==> src/rtl/exp_split_pkg.sv <==
package exp_split_pkg;

  // How a given input is resolved
  typedef enum logic [1:0] {
    PATH_TABLE = 2'd0,
    PATH_ZERO  = 2'd1,
    PATH_ONE   = 2'd2
  } kpath_e;

endpackage

==> src/rtl/exp_split_front.sv <==
module exp_split_front
  import exp_split_pkg::*;
#(
  parameter int PROD_W  = 44,
  parameter int ARG_LSB = 1,
  parameter int HI_W    = 14,
  parameter int LO_W    = 14
) (
  input  logic              clk,
  input  logic              rst,
  input  logic              in_valid,
  input  logic              in_zero,
  input  logic [PROD_W-1:0] in_prod,
  output logic              sat_hit,
  output logic              s1_valid,
  output kpath_e            s1_path,
  output logic [HI_W-1:0]   hi_addr,
  output logic [LO_W-1:0]   lo_addr
);

  localparam int ARG_W   = HI_W + LO_W;
  localparam int ARG_MSB = ARG_LSB + ARG_W - 1;
  localparam int TOP_W   = PROD_W - ARG_MSB + 1;

  // Upper slice: bits above the argument window plus its two top bits
  function automatic logic over_range(input logic [TOP_W-1:0] u);
    return (|u[TOP_W-1:2]) || (&u[1:0]);
  endfunction

  logic [TOP_W-1:0]   top_bits;
  logic [ARG_W-1:0]   arg;
  logic [ARG_LSB-1:0] lsb_unused;

  assign top_bits   = in_prod[PROD_W-1:ARG_MSB-1];
  assign arg        = in_prod[ARG_MSB:ARG_LSB];
  assign lsb_unused = in_prod[ARG_LSB-1:0];
  assign sat_hit    = over_range(top_bits);

  always_ff @(posedge clk) begin
    if (rst) begin
      s1_valid <= 1'b0;
      s1_path  <= PATH_TABLE;
      hi_addr  <= '0;
      lo_addr  <= '0;
    end else begin
      s1_valid <= in_valid;
      if (in_zero)      s1_path <= PATH_ONE;
      else if (sat_hit) s1_path <= PATH_ZERO;
      else              s1_path <= PATH_TABLE;
      if (in_valid) begin
        hi_addr <= arg[ARG_W-1:LO_W];
        lo_addr <= arg[LO_W-1:0];
      end
    end
  end

  AST_ADDR_FIELDS: assert property (@(posedge clk) disable iff (rst)
    in_valid |=> (hi_addr == $past(in_prod[ARG_MSB:ARG_LSB+LO_W]) &&
                  lo_addr == $past(in_prod[ARG_LSB+LO_W-1:ARG_LSB])));

endmodule

==> src/rtl/exp_split_back.sv <==
module exp_split_back
  import exp_split_pkg::*;
#(
  parameter int FRAC_W = 16
) (
  input  logic              clk,
  input  logic              rst,
  input  logic              s1_valid,
  input  kpath_e            s1_path,
  input  logic [FRAC_W-1:0] hi_data,
  input  logic [FRAC_W-1:0] lo_data,
  output logic              out_valid,
  output logic [FRAC_W-1:0] out_kernel
);

  localparam int MUL_W = 2 * FRAC_W;

  // Product of two unsigned fractions, keeping the upper half
  function automatic logic [FRAC_W-1:0] frac_mul(input logic [FRAC_W-1:0] a,
                                                 input logic [FRAC_W-1:0] b);
    logic [MUL_W-1:0] full;
    full = MUL_W'(a) * MUL_W'(b);
    return full[MUL_W-1:FRAC_W];
  endfunction

  logic              s2_valid;
  kpath_e            s2_path;
  logic [FRAC_W-1:0] table_kernel;

  assign table_kernel = frac_mul(hi_data, lo_data);

  always_ff @(posedge clk) begin
    if (rst) begin
      s2_valid   <= 1'b0;
      s2_path    <= PATH_TABLE;
      out_valid  <= 1'b0;
      out_kernel <= '0;
    end else begin
      s2_valid  <= s1_valid;
      s2_path   <= s1_path;
      out_valid <= s2_valid;
      if (s2_valid) begin
        case (s2_path)
          PATH_ONE:  out_kernel <= '1;
          PATH_ZERO: out_kernel <= '0;
          default:   out_kernel <= table_kernel;
        endcase
      end
    end
  end

  AST_STAGE_HANDOFF: assert property (@(posedge clk) disable iff (rst)
    s1_valid |=> ##1 out_valid);

endmodule

==> src/rtl/exp_split_unit.sv <==
module exp_split_unit
  import exp_split_pkg::*;
#(
  parameter int PROD_W  = 44,
  parameter int ARG_LSB = 1,
  parameter int HI_W    = 14,
  parameter int LO_W    = 14,
  parameter int FRAC_W  = 16
) (
  input  logic              clk,
  input  logic              rst,
  input  logic              in_valid,
  input  logic              in_zero,
  input  logic [PROD_W-1:0] in_prod,
  output logic [HI_W-1:0]   hi_addr,
  output logic [LO_W-1:0]   lo_addr,
  input  logic [FRAC_W-1:0] hi_data,
  input  logic [FRAC_W-1:0] lo_data,
  output logic              out_valid,
  output logic [FRAC_W-1:0] out_kernel
);

  localparam int ARG_MSB = ARG_LSB + HI_W + LO_W - 1;

  logic   sat_hit;
  logic   s1_valid;
  kpath_e s1_path;

  exp_split_front #(
    .PROD_W(PROD_W), .ARG_LSB(ARG_LSB), .HI_W(HI_W), .LO_W(LO_W)
  ) u_front (
    .clk(clk), .rst(rst), .in_valid(in_valid), .in_zero(in_zero),
    .in_prod(in_prod), .sat_hit(sat_hit), .s1_valid(s1_valid),
    .s1_path(s1_path), .hi_addr(hi_addr), .lo_addr(lo_addr)
  );

  exp_split_back #(.FRAC_W(FRAC_W)) u_back (
    .clk(clk), .rst(rst), .s1_valid(s1_valid), .s1_path(s1_path),
    .hi_data(hi_data), .lo_data(lo_data),
    .out_valid(out_valid), .out_kernel(out_kernel)
  );

  AST_VALID_LATENCY: assert property (@(posedge clk) disable iff (rst)
    in_valid |=> ##2 out_valid);
  AST_NO_SPURIOUS: assert property (@(posedge clk) disable iff (rst)
    !in_valid |=> ##2 !out_valid);
  AST_HIGH_BITS_ZERO: assert property (@(posedge clk) disable iff (rst)
    (in_valid && !in_zero && (|in_prod[PROD_W-1:ARG_MSB+1]))
      |=> ##2 (out_kernel == '0));
  AST_PAIR_BITS_ZERO: assert property (@(posedge clk) disable iff (rst)
    (in_valid && !in_zero && in_prod[ARG_MSB] && in_prod[ARG_MSB-1])
      |=> ##2 (out_kernel == '0));
  AST_FLAG_ONE: assert property (@(posedge clk) disable iff (rst)
    (in_valid && in_zero) |=> ##2 (out_kernel == '1));
  AST_SAT_FLAG_SEEN: assert property (@(posedge clk) disable iff (rst)
    (in_valid && !in_zero && sat_hit) |=> ##2 (out_kernel == '0));

endmodule

==> config.mk <==
export PLATFORM = sky130hd
export DESIGN_NAME = exp_split_unit
export DESIGN_NICKNAME = d
export VERILOG_FILES = /design/src/rtl/exp_split_pkg.sv /design/src/rtl/exp_split_front.sv /design/src/rtl/exp_split_back.sv /design/src/rtl/exp_split_unit.sv
export SDC_FILE = /design/constraint.sdc
export NUM_CORES = 1
export LEC_CHECK = 0
export ABC_AREA = 0
export BUFFER_PORTS_ARGS = -buffer_cell sky130_fd_sc_hd__buf_2
export CAP_MARGIN = 20
export CORE_MARGIN = 8
export CORE_UTILIZATION = 45
export CTS_CLUSTER_DIAMETER = 60
export DETAILED_ROUTE_END_ITERATION = 7
export PLACE_DENSITY_LB_ADDON = 0.15
export SLEW_MARGIN = 20
export SYNTH_ARGS = -nofsm -noshare
export SYNTH_HDL_FRONTEND = slang
export SYNTH_SLANG_ARGS = --single-unit
==> constraint.sdc <==
create_clock -name clk -period 13.7 [get_ports clk]
set_clock_uncertainty 0.05 [all_clocks]
set_input_delay 0 -clock clk [delete_from_list [all_inputs] [get_ports clk]]
set_output_delay 0 -clock clk [all_outputs]
set_load 0.01 [all_outputs]
==> results of run 1 <==
-- Yosys cell counts, drive strengths merged (7+ instances only) --
cell type,number
inv,235
fa,193
nand2,165
and2,114
ha,102
nor2,54
dfxtp,51
clkbuf,45
a21oi,39
mux2i,33
o21ai,26
nand3,11
nand4,10
a21o,9
nor2b,8
nor3,7
nor4,7
-- layout make-up --
| cell class | count | area (sq um) | share of cell area, % |
|---|---|---|---|
| repair buffers | 153 | 916 | 7.97 |
| well taps | 285 | 357 | 3.10 |
| clock buffers | 5 | 125 | 1.09 |
| clock inverters | 3 | 23.8 | 0.207 |
| flip-flops and latches | 51 | 1020 | 8.89 |
| inverters | 235 | 882 | 7.68 |
| multi-input cells | 835 | 8170 | 71.1 |
-- cell usage in the layout (no fill, tap or decap), drive strengths merged, types with 7 or more instances in the layout --
cell	netlist	layout
inv	235	236
fa	193	193
nand2	165	165
buf	3	123
and2	114	114
ha	102	102
nor2	54	54
dfxtp	51	51
a21oi	39	39
mux2i	33	33
dlygate4sd3	0	30
o21ai	26	26
nand3	11	11
nand4	10	10
a21o	9	9
nor2b	8	8
nor3	7	7
nor4	7	7
-- routing by layer --
layer	part of all wire (%)	vias up	global-route usage, %
met5	0	-	0
met4	1.4	0	3.76
met3	5.0	32	2.62
met2	49	201	33.0
met1	44	4027	25.6
li1	-	3812	-
-- cell families (layout without fill, tap and decap cells) --
family	Yosys count	count (layout)	share of synthesized area [%]
xor gates and xnor gates	11	11	0.940
buffers and inverters	283	396	10.4
muxes	34	34	3.33
adders and majority gates	295	295	50.1
AOI/OAI and AO/OA	112	112	7.15
and+or+nand+nor	383	383	18.1
DFF	51	51	9.96
-- worst min-delay path by stage --
stage | end | slack [ns]
2_1_floorplan | u_front.s1_path[0] | 0.03
3_3_place_gp | u_front.s1_path[0] | 0.13
3_5_place_dp | u_front.s1_path[0] | 0.14
4_1_cts | u_front.hi_addr[10] | 0.21
5_1_grt | u_front.lo_addr[7] | 0.24
6_report | u_front.hi_addr[13] | 0.20
-- sequential cells by signal, indices dropped and copies added, names as in the netlist --
name               cells
u_front.s1_path        2
u_front.lo_addr       14
u_back.s2_path         2
u_back.out_valid       1
u_back.s2_valid        1
u_back.out_kernel     16
u_front.hi_addr       14
u_front.s1_valid       1
-- stage by stage --
stage | util [%] | cells | hold WS [ns]
global placement | 49.1 | 1529 | 0.135
global route | 51.1 | 1567 | 0.237
detailed placement | 49.1 | 1529 | 0.138
finish | 51.1 | 1567 | 0.199
CTS | 51.1 | 1567 | 0.207
floorplan | - | 1169 | 0.0293
==> Implementation_results.wiki, run 1 <==
{| class="wikitable"
! Metric !! Value
|-
| Run status || complete, no violations
|-
| Slack of the worst reg-to-reg path || 11.17 ns
|-
| Synthesis-to-finish area growth || 12.1%
|-
| Cts hold-fix bufs || 30
|-
| DRT iter0 DRCs || 296
|-
| Vias per cell || 5.15
|-
| Mean cell area of the mapped netlist || 8.77 sq um
|-
| Slew margin rel. || 44.0%
|-
| Number of input and output port buffers inserted || 123
|-
| Source-to-sink clock delay at the later pin of the worst-skew pair || 0.29 ns
|-
| Die W || 167 um
|-
| Max Buffers Root-to-Sink || 2
|-
| Placer congestion estimate || 0.862
|-
| Vias in the first global route || 8755
|-
| Sort of element at the end of the critical path || register
|-
| Net count, final || 1656
|-
| Startpoint of the most critical hold path || rst
|-
| Chip height || 167 um
|-
| Post-detailed-placement cell area || 0.0110 sq mm
|-
| Post-route setup TNS || 0 ns
|-
| Layout cells sized above 1 || 11.1%
|-
| Type of the setup path with the least slack || input pin to register
|-
| CTS sink count || 51
|-
| Predominant post-synthesis flop cell || dfxtp_1
|-
| Count of vias placed by the detailed router || 8072
|-
| Max-Cap Viols || 0
|-
| Worst path cell trace || buf_2, nand2_1, fa_1, inv_1, fa_1, inv_1, fa_1, inv_1, fa_1, fa_1, inv_1, fa_1, inv_1, ha_1, nand4_4, a2111oi_2, a31oi_1, a31oi_2, o221ai_1, o221a_1
|-
| Proportion of synthesized chip area in sequential cells || 9.96%
|-
| Setup repair after global routing missed its margin || no
|-
| Full die area || 0.0279 sq mm
|-
| Initial antenna violation count || 0
|-
| Final number of hold-violating endpoints || 0
|-
| Flip-flop and latch count after synthesis || 51
|-
| Source of the worst register-to-register timing path || u_back.s2_path[0]
|-
| Total congestion overflow after global routing || 0
|-
| Post-CTS resize count || 0
|-
| Top cells by area in the synthesized netlist || fa_1 38%, ha_1 12%, dfxtp_1 10%, inv_1 8.6%, and2_1 7.0%
|-
| Drc violations || 0
|-
| Wire length of the first global-routing pass || 44.3 mm
|-
| Distinct cell type count of the synthesized netlist || 53
|-
| Count of endpoints failing setup in the final report || 0
|-
| Register clock-pin slew on the reported worst setup and hold paths || 0.07 ns
|-
| Mapped cell area || 0.0103 sq mm
|-
| Share of the synthesized area in the top cell type || 37.7%
|-
| # H-tree levels || 2
|-
| CP Launch Point || lo_data[7]
|-
| Slowest cell on the critical path || fa_1
|-
| Starting utilization of the core area || 45.6%
|-
| Peak per-stage delay on the critical path || 0.55 ns
|-
| Clk root buf || clkbuf_16
|-
| Final WS setup || 8.10 ns
|-
| Pre-antenna DRT Iters || 7
|-
| Worst Max-Slew Pin Slew || 0.840 ns
|-
| Largest area contributor in the netlist || fa_1
|-
| Critical path destination || u_back.out_kernel[12]
|-
| Synth Warn # || 0
|-
| Worst reg2reg path depth || 9
|-
| Filler instances || 2175
|-
| Number of cell rows || 55
|-
| Worst EP arrival || 5.73 ns
|-
| Synthesized net count || 1544
|-
| Number of stages on the worst setup path || 20
|-
| FFs w/ async S/R, synth || 0%
|-
| ANT nets after route || 0
|-
| Part of the cycle the worst path needs || 40.8%
|-
| Capture instance of the worst register-to-register path || u_back.out_kernel[9]
|-
| Crit path max-delay family || adder cells
|-
| Core area || 0.0225 sq mm
|-
| HPWL after DPL || 20.2 mm
|-
| Number of standard cells after synthesis || 1169
|-
| Wirelength per Cell || 16.3 um
|-
| Number of buffers created by CTS || 5
|-
| Setup Fix Bufs, Post-CTS || 0
|-
| Critical-path maximum fanout || 16
|-
| N_diodes || 0
|-
| Fmax || 179 MHz
|-
| Max Slew Vio Count || 0
|-
| Largest net degree at the start of global routing || 40
|-
| Min Clock Period, post-route || 5.60 ns
|-
| Detailed-route wire length || 25.5 mm
|-
| Count of flip-flops with a built-in enable after synthesis || 0
|-
| Kind of start point of the critical path || input pin
|-
| Layout Cell Area excl Fill || 0.0115 sq mm
|-
| Type of the most critical hold path || input pin to register
|-
| Cell mode on critical path || fa_1
|-
| GRT Total Usage || 19.2%
|-
| Clock tree from TritonCTS || built
|-
| Number of buffers and inverters on the critical path || 6
|-
| Total I/O pin count || 125
|-
| Required time reported for the critical path endpoint || 13.83 ns
|-
| Min-Delay Path Depth || 2
|-
| Pre-CTS setup slack || 7.82 ns
|}
Power of run 1 is not shown: default switching activity piles up to over one toggle a cycle in this logic, so the estimate is an artifact.
==> run 2: changes to the inputs <==
==> constraint.sdc (replaced) <==
create_clock -name clk -period 4.6 [get_ports clk]
set_clock_uncertainty 0.05 [all_clocks]
set_input_delay 0 -clock clk [delete_from_list [all_inputs] [get_ports clk]]
set_output_delay 0 -clock clk [all_outputs]
set_load 0.01 [all_outputs]
==> Implementation_results.wiki, run 2 (synthesis results as in run 1) <==
{| class="wikitable"
! Metric !! Value
|-
| Run status || complete, but fails checks
|-
| Violations in the final reports || negative setup slack
|-
| ANT nets after route || 0 (unchanged)
|-
| Max Slew Vio Count || 0 (unchanged)
|-
| Post-route setup TNS || -4.44 ns (-4.44 ns)
|-
| DRT iter0 DRCs || 333 (+13%)
|-
| Worst Max-Slew Pin Slew || 0.848 ns (+0.00758 ns)
|-
| GRT Total Usage || 20.0% (+0.76 points)
|-
| Peak per-stage delay on the critical path || 0.57 ns (+0.02 ns)
|-
| HPWL after DPL || 22.6 mm (+12%)
|-
| Max Buffers Root-to-Sink || 2 (unchanged)
|-
| Count of vias placed by the detailed router || 8475 (+5.0%)
|-
| Number of buffers and inverters on the critical path || 6 (unchanged)
|-
| Slew margin rel. || 43.5% (-0.51 points)
|-
| # H-tree levels || 2 (unchanged)
|-
| Fmax || 202 MHz
|-
| Required time reported for the critical path endpoint || 4.73 ns (-9.10 ns)
|-
| Leading cell type in the layout, fill and taps excluded || inv_1
|-
| Number of buffers created by CTS || 5 (unchanged)
|-
| Chip height || 167 um (unchanged)
|-
| Setup repair after global routing missed its margin || yes
|-
| Number of input and output port buffers inserted || 123 (unchanged)
|-
| Final WS setup || -0.351 ns (-8.46 ns)
|-
| Register clock-pin slew on the reported worst setup and hold paths || 0.07 ns (about the same)
|-
| Source-to-sink clock delay at the later pin of the worst-skew pair || 0.29 ns (about the same)
|-
| Slowest cell on the critical path || fa_1
|-
| Die W || 167 um (unchanged)
|-
| Final number of hold-violating endpoints || 0 (unchanged)
|-
| Starting utilization of the core area || 45.6% (unchanged)
|-
| Core area || 0.0225 sq mm (unchanged)
|-
| Drc violations || 0 (unchanged)
|-
| Net count, final || 1794 (+8.3%)
|-
| Part of the cycle the worst path needs || 108%
|-
| Vias per cell || 4.97 (-3.4%)
|-
| Type of the most critical hold path || input pin to register
|-
| Most frequent cells in the layout || 215 x inv_1, 187 x fa_1, 156 x nand2_1, 125 x buf_4, 99 x and2_1
|-
| Max-Cap Viols || 0 (unchanged)
|-
| Min Clock Period, post-route || 4.95 ns
|-
| Count of endpoints failing setup in the final report || 16 (+16)
|-
| CTS sink count || 51 (unchanged)
|-
| Critical-path maximum fanout || 11 (-5)
|-
| Largest net degree at the start of global routing || 40 (unchanged)
|-
| Number of cell rows || 55 (unchanged)
|-
| Sort of element at the end of the critical path || register
|-
| Wirelength per Cell || 15.5 um (-4.6%)
|-
| Wire length of the first global-routing pass || 46.5 mm (+5.0%)
|-
| Number of flip-flops in the largest register || 16 (unchanged)
|-
| Initial antenna violation count || 0 (unchanged)
|-
| Layout cells sized above 1 || 26.4% (+15 points)
|-
| Worst path cell trace || buf_12, and2_4, fa_1, inv_2, fa_1, inv_2, fa_1, fa_2, fa_1, inv_2, fa_1, inv_2, ha_4, buf_4, nand2_2, o21ai_2, a211oi_2, nor2_1, o41ai_2, a21oi_1, o221a_1
|-
| Placed cell count || 1646 (+7.7%)
|-
| Total I/O pin count || 125 (unchanged)
|-
| Pre-antenna DRT Iters || 5 (-2)
|-
| Synthesis-to-finish area growth || 30.1%
|-
| Vias in the first global route || 9436 (+7.8%)
|-
| Registers with the most flip-flops || u_back.out_kernel: 16 flops, u_front.hi_addr: 14 flops, u_front.lo_addr: 14 flops
|-
| Detailed-route wire length || 26.5 mm (+3.8%)
|-
| Crit path max-delay family || adder cells
|-
| Type of the setup path with the least slack || input pin to register
|-
| Kind of start point of the critical path || input pin
|-
| N_diodes || 0 (unchanged)
|-
| Clock tree from TritonCTS || built
|-
| Worst EP arrival || 5.08 ns (-0.65 ns)
|-
| Placer congestion estimate || 0.870 (+0.94%)
|-
| Cell Count, Final, Fillers Out || 1704 (+8.7%)
|-
| Total congestion overflow after global routing || 0 (unchanged)
|-
| Clk root buf || clkbuf_16
|-
| Cell mode on critical path || fa_1
|-
| Most flops, register || u_back.out_kernel
|-
| Full die area || 0.0279 sq mm (unchanged)
|}
## run 2: cell types whose count changed in the layout (fill, tap and decap cells not counted), moves of 9 or more
cell,change
a21oi_1,-9
and2_1,-15
and2_4,+15
buf_2,-25
buf_4,+125
buf_6,+23
ha_1,-15
ha_4,+13
inv_1,-19
inv_2,+18
nand2_1,-9
## run 2: area by class of cell
type                    count  area (sq um)
flip-flops and latches     51          1020
clock buffers               6           139
fillers                  1993          9170
well taps                 285           357
clock inverters             1          5.00
inverters                 235           885
multi-input cells         835          8680
repair buffers            291          2250
## run 2: stage by stage
step / cell area (sq um) / hold slack [ns] / setup WS (ns) / utilization, %
CTS: 13200 / 0.206 / -0.377 / 58.8
global placement: 12200 / 0.129 / -0.812 / 54.2
finish: 13300 / 0.202 / -0.351 / 59.3
global route: 13300 / 0.230 / -0.502 / 59.3
floorplan: 10700 / 0.0293 / -0.323 / -
detailed placement: 12200 / 0.134 / -0.786 / 54.2
## run 2: per-layer routing
layer  GRT usage, %  share of wire, %
met5              0                 0
met4           3.92               1.4
met3           3.10               4.7
met2           33.5                47
met1           27.0                46
## run 2: worst paths after layout
kind | from | to | slack, ns | cells past startpoint
setup reg to reg | u_back.s2_path[0] | u_back.out_kernel[9] | 1.92 | 9
hold reg to reg | u_front.s1_path[1] | u_back.s2_path[1] | 0.39 | 1
hold / removal | rst | u_front.lo_addr[13] | 0.20 | 2
setup / recovery | lo_data[6] | u_back.out_kernel[12] | -0.35 | 21
## run 2: what timing repair did
action                                 CTS  global route
endpoints found under the hold margin   30             0
setup endpoints to repair               16            16
hold buffers                            30             0
pin swaps                               53            23
resized for setup                      127            26
buffers inserted                        18             3
Power of run 2 is left out for the same reason.
==> run 3: changes to the inputs <==
==> constraint.sdc (replaced) <==
create_clock -name clk -period 4.6 [get_ports clk]
set_clock_uncertainty 0.05 [all_clocks]
set_input_delay 0.46 -clock clk [delete_from_list [all_inputs] [get_ports clk]]
set_output_delay 0.46 -clock clk [all_outputs]
set_load 0.01 [all_outputs]
==> Implementation_results.wiki, run 3 (synthesis results as in run 1) <==
{| class="wikitable"
! Metric !! Value
|-
| Run status || complete, but fails checks
|-
| Violations in the final reports || negative setup slack
|-
| Leading cell type in the layout, fill and taps excluded || inv_1
|-
| Drc violations || 0 (unchanged)
|-
| Clock tree from TritonCTS || built
|-
| Number of cell rows || 55 (unchanged)
|-
| GRT Total Usage || 19.7% (-0.28 points)
|-
| Part of the cycle the worst path needs || 120% (+12 points)
|-
| Sort of element at the end of the critical path || register
|-
| Largest net degree at the start of global routing || 40 (unchanged)
|-
| Core area || 0.0225 sq mm (unchanged)
|-
| CP Launch Point || lo_data[10]
|-
| Source-to-sink clock delay at the later pin of the worst-skew pair || 0.29 ns (about the same)
|-
| Placed cell count || 1653 (+0.43%)
|-
| Peak per-stage delay on the critical path || 0.55 ns (-0.02 ns)
|-
| Filler instances || 2020 (+1.4%)
|-
| Detailed-route wire length || 26.5 mm (about the same)
|-
| Min Clock Period, post-route || 5.52 ns (+0.567 ns)
|-
| Placer congestion estimate || 0.868 (-0.31%)
|-
| Cell Count, Final, Fillers Out || 1683 (-1.2%)
|-
| Type of the most critical hold path || input pin to register
|-
| Count of vias placed by the detailed router || 8481 (+0.071%)
|-
| Total congestion overflow after global routing || 0 (unchanged)
|-
| Most flops, register || u_back.out_kernel
|-
| Startpoint of the most critical hold path || in_zero
|-
| HPWL after DPL || 22.8 mm (+0.91%)
|-
| Number of buffers created by CTS || 5 (unchanged)
|-
| Max-Cap Viols || 0 (unchanged)
|-
| Wire length of the first global-routing pass || 45.8 mm (-1.5%)
|-
| N_diodes || 0 (unchanged)
|-
| Net count, final || 1772 (-1.2%)
|-
| Clk root buf || clkbuf_16
|-
| Max Slew Vio Count || 0 (unchanged)
|-
| DRT iter0 DRCs || 307 (-7.8%)
|-
| Source of the worst register-to-register timing path || u_back.s2_path[0]
|-
| Required time reported for the critical path endpoint || 4.78 ns (+0.05 ns)
|-
| Wirelength per Cell || 15.7 um (+1.2%)
|-
| Worst path cell trace || buf_4, and2_4, fa_1, inv_1, fa_1, inv_1, fa_2, fa_2, fa_1, inv_1, fa_1, inv_2, ha_4, nand2_4, a2111oi_4, a31oi_2, a31oi_4, o211ai_1, mux2_1, nand2_1
|-
| Final WS setup || -0.918 ns (-0.567 ns)
|-
| Slew margin rel. || 44.9% (+1.5 points)
|-
| Register clock-pin slew on the reported worst setup and hold paths || 0.06 ns (about the same)
|-
| Most frequent cells in the layout || 215 x inv_1, 185 x fa_1, 157 x nand2_1, 133 x buf_4, 100 x buf_2
|-
| Pre-antenna DRT Iters || 5 (unchanged)
|-
| Number of input and output port buffers inserted || 123 (unchanged)
|-
| Setup repair after global routing missed its margin || yes
|-
| Worst Max-Slew Pin Slew || 0.826 ns (-0.0218 ns)
|-
| Count of endpoints failing setup in the final report || 16 (unchanged)
|-
| Kind of start point of the critical path || input pin
|-
| Worst EP arrival || 5.70 ns (+0.62 ns)
|-
| Layout Cell Area excl Fill || 0.0131 sq mm (-2.0%)
|-
| Cts hold-fix bufs || 0 (-100%)
|-
| Post-detailed-placement cell area || 0.0122 sq mm (+0.23%)
|-
| Registers with the most flip-flops || u_back.out_kernel: 16 flops, u_front.hi_addr: 14 flops, u_front.lo_addr: 14 flops
|-
| ANT nets after route || 0 (unchanged)
|-
| # H-tree levels || 2 (unchanged)
|-
| CTS sink count || 51 (unchanged)
|-
| Full die area || 0.0279 sq mm (unchanged)
|-
| Chip height || 167 um (unchanged)
|-
| Initial antenna violation count || 0 (unchanged)
|-
| Layout cells sized above 1 || 27.3% (+0.83 points)
|-
| Synthesis-to-finish area growth || 27.5%
|-
| Type of the setup path with the least slack || input pin to register
|-
| Max Buffers Root-to-Sink || 2 (unchanged)
|-
| Total I/O pin count || 125 (unchanged)
|-
| Fmax || 181 MHz (-10%)
|-
| Vias per cell || 5.04 (+1.3%)
|-
| Cell mode on critical path || fa_1
|-
| Vias in the first global route || 9352 (-0.89%)
|-
| Critical-path maximum fanout || 5 (-6)
|-
| Slowest cell on the critical path || fa_2
|-
| Final number of hold-violating endpoints || 0 (unchanged)
|-
| Number of flip-flops in the largest register || 16 (unchanged)
|-
| Starting utilization of the core area || 45.6% (unchanged)
|-
| Die W || 167 um (unchanged)
|}
-- run 3: changes by cell type in the layout (fill, tap and decap cells not counted), sizes merged --
cell	change
clkbuf	+3
buf	+7
clkinv	-1
dlygate4sd3	-30
-- run 3: final timing paths --
check	end	slack (ns)	cells past startpoint
worst max-delay path	u_back.out_kernel[9]	-0.92	20
worst max register to register	u_back.out_kernel[9]	1.93	9
worst min register to register	u_back.s2_path[1]	0.39	1
worst min-delay path	u_front.s1_path[0]	0.30	2
-- run 3: layer usage --
layer	track usage, %	part of all wire (%)
met1	26.3	47
met2	32.8	47
met3	3.55	5.1
met4	4.47	1.7
met5	0	0
-- run 3: critical path, delay by kind of cell --
| kind | cells | cell delay [ns] |
|---|---|---|
| simple gates | 3 | 0.30 |
| compound gates | 4 | 0.84 |
| buf+inv | 5 | 0.35 |
| fa+ha+maj | 7 | 3.40 |
| mux | 1 | 0.34 |
-- run 3: final cells by class --
class | instances | area [sq um] | area share (%)
repair buffers | 269 | 1990 | 15.2
inverters | 235 | 882 | 6.75
clock buffers | 8 | 156 | 1.20
multi-input cells | 835 | 8670 | 66.3
flip-flops and latches | 51 | 1020 | 7.81
well taps | 285 | 357 | 2.73
-- run 3: timing repair --
item	4_1_cts	5_1_grt
resized for setup	116	29
cloned	0	1
setup endpoints to repair	16	16
buffers inserted	17	4
pin swaps	67	41
-- run 3: stage by stage --
stage	util, %	setup WS (ns)	hold WS [ns]	TNS, ns
final	58.1	-0.918	0.295	-12.39
after floorplan	-	-0.783	0.364	-10.19
after detailed placement	54.3	-1.29	0.374	-18.17
after CTS	57.3	-0.862	0.290	-11.94
after global placement	54.3	-1.29	0.367	-18.12
after global routing	58.1	-1.04	0.288	-14.93
Power of run 3 is left out for the same reason.
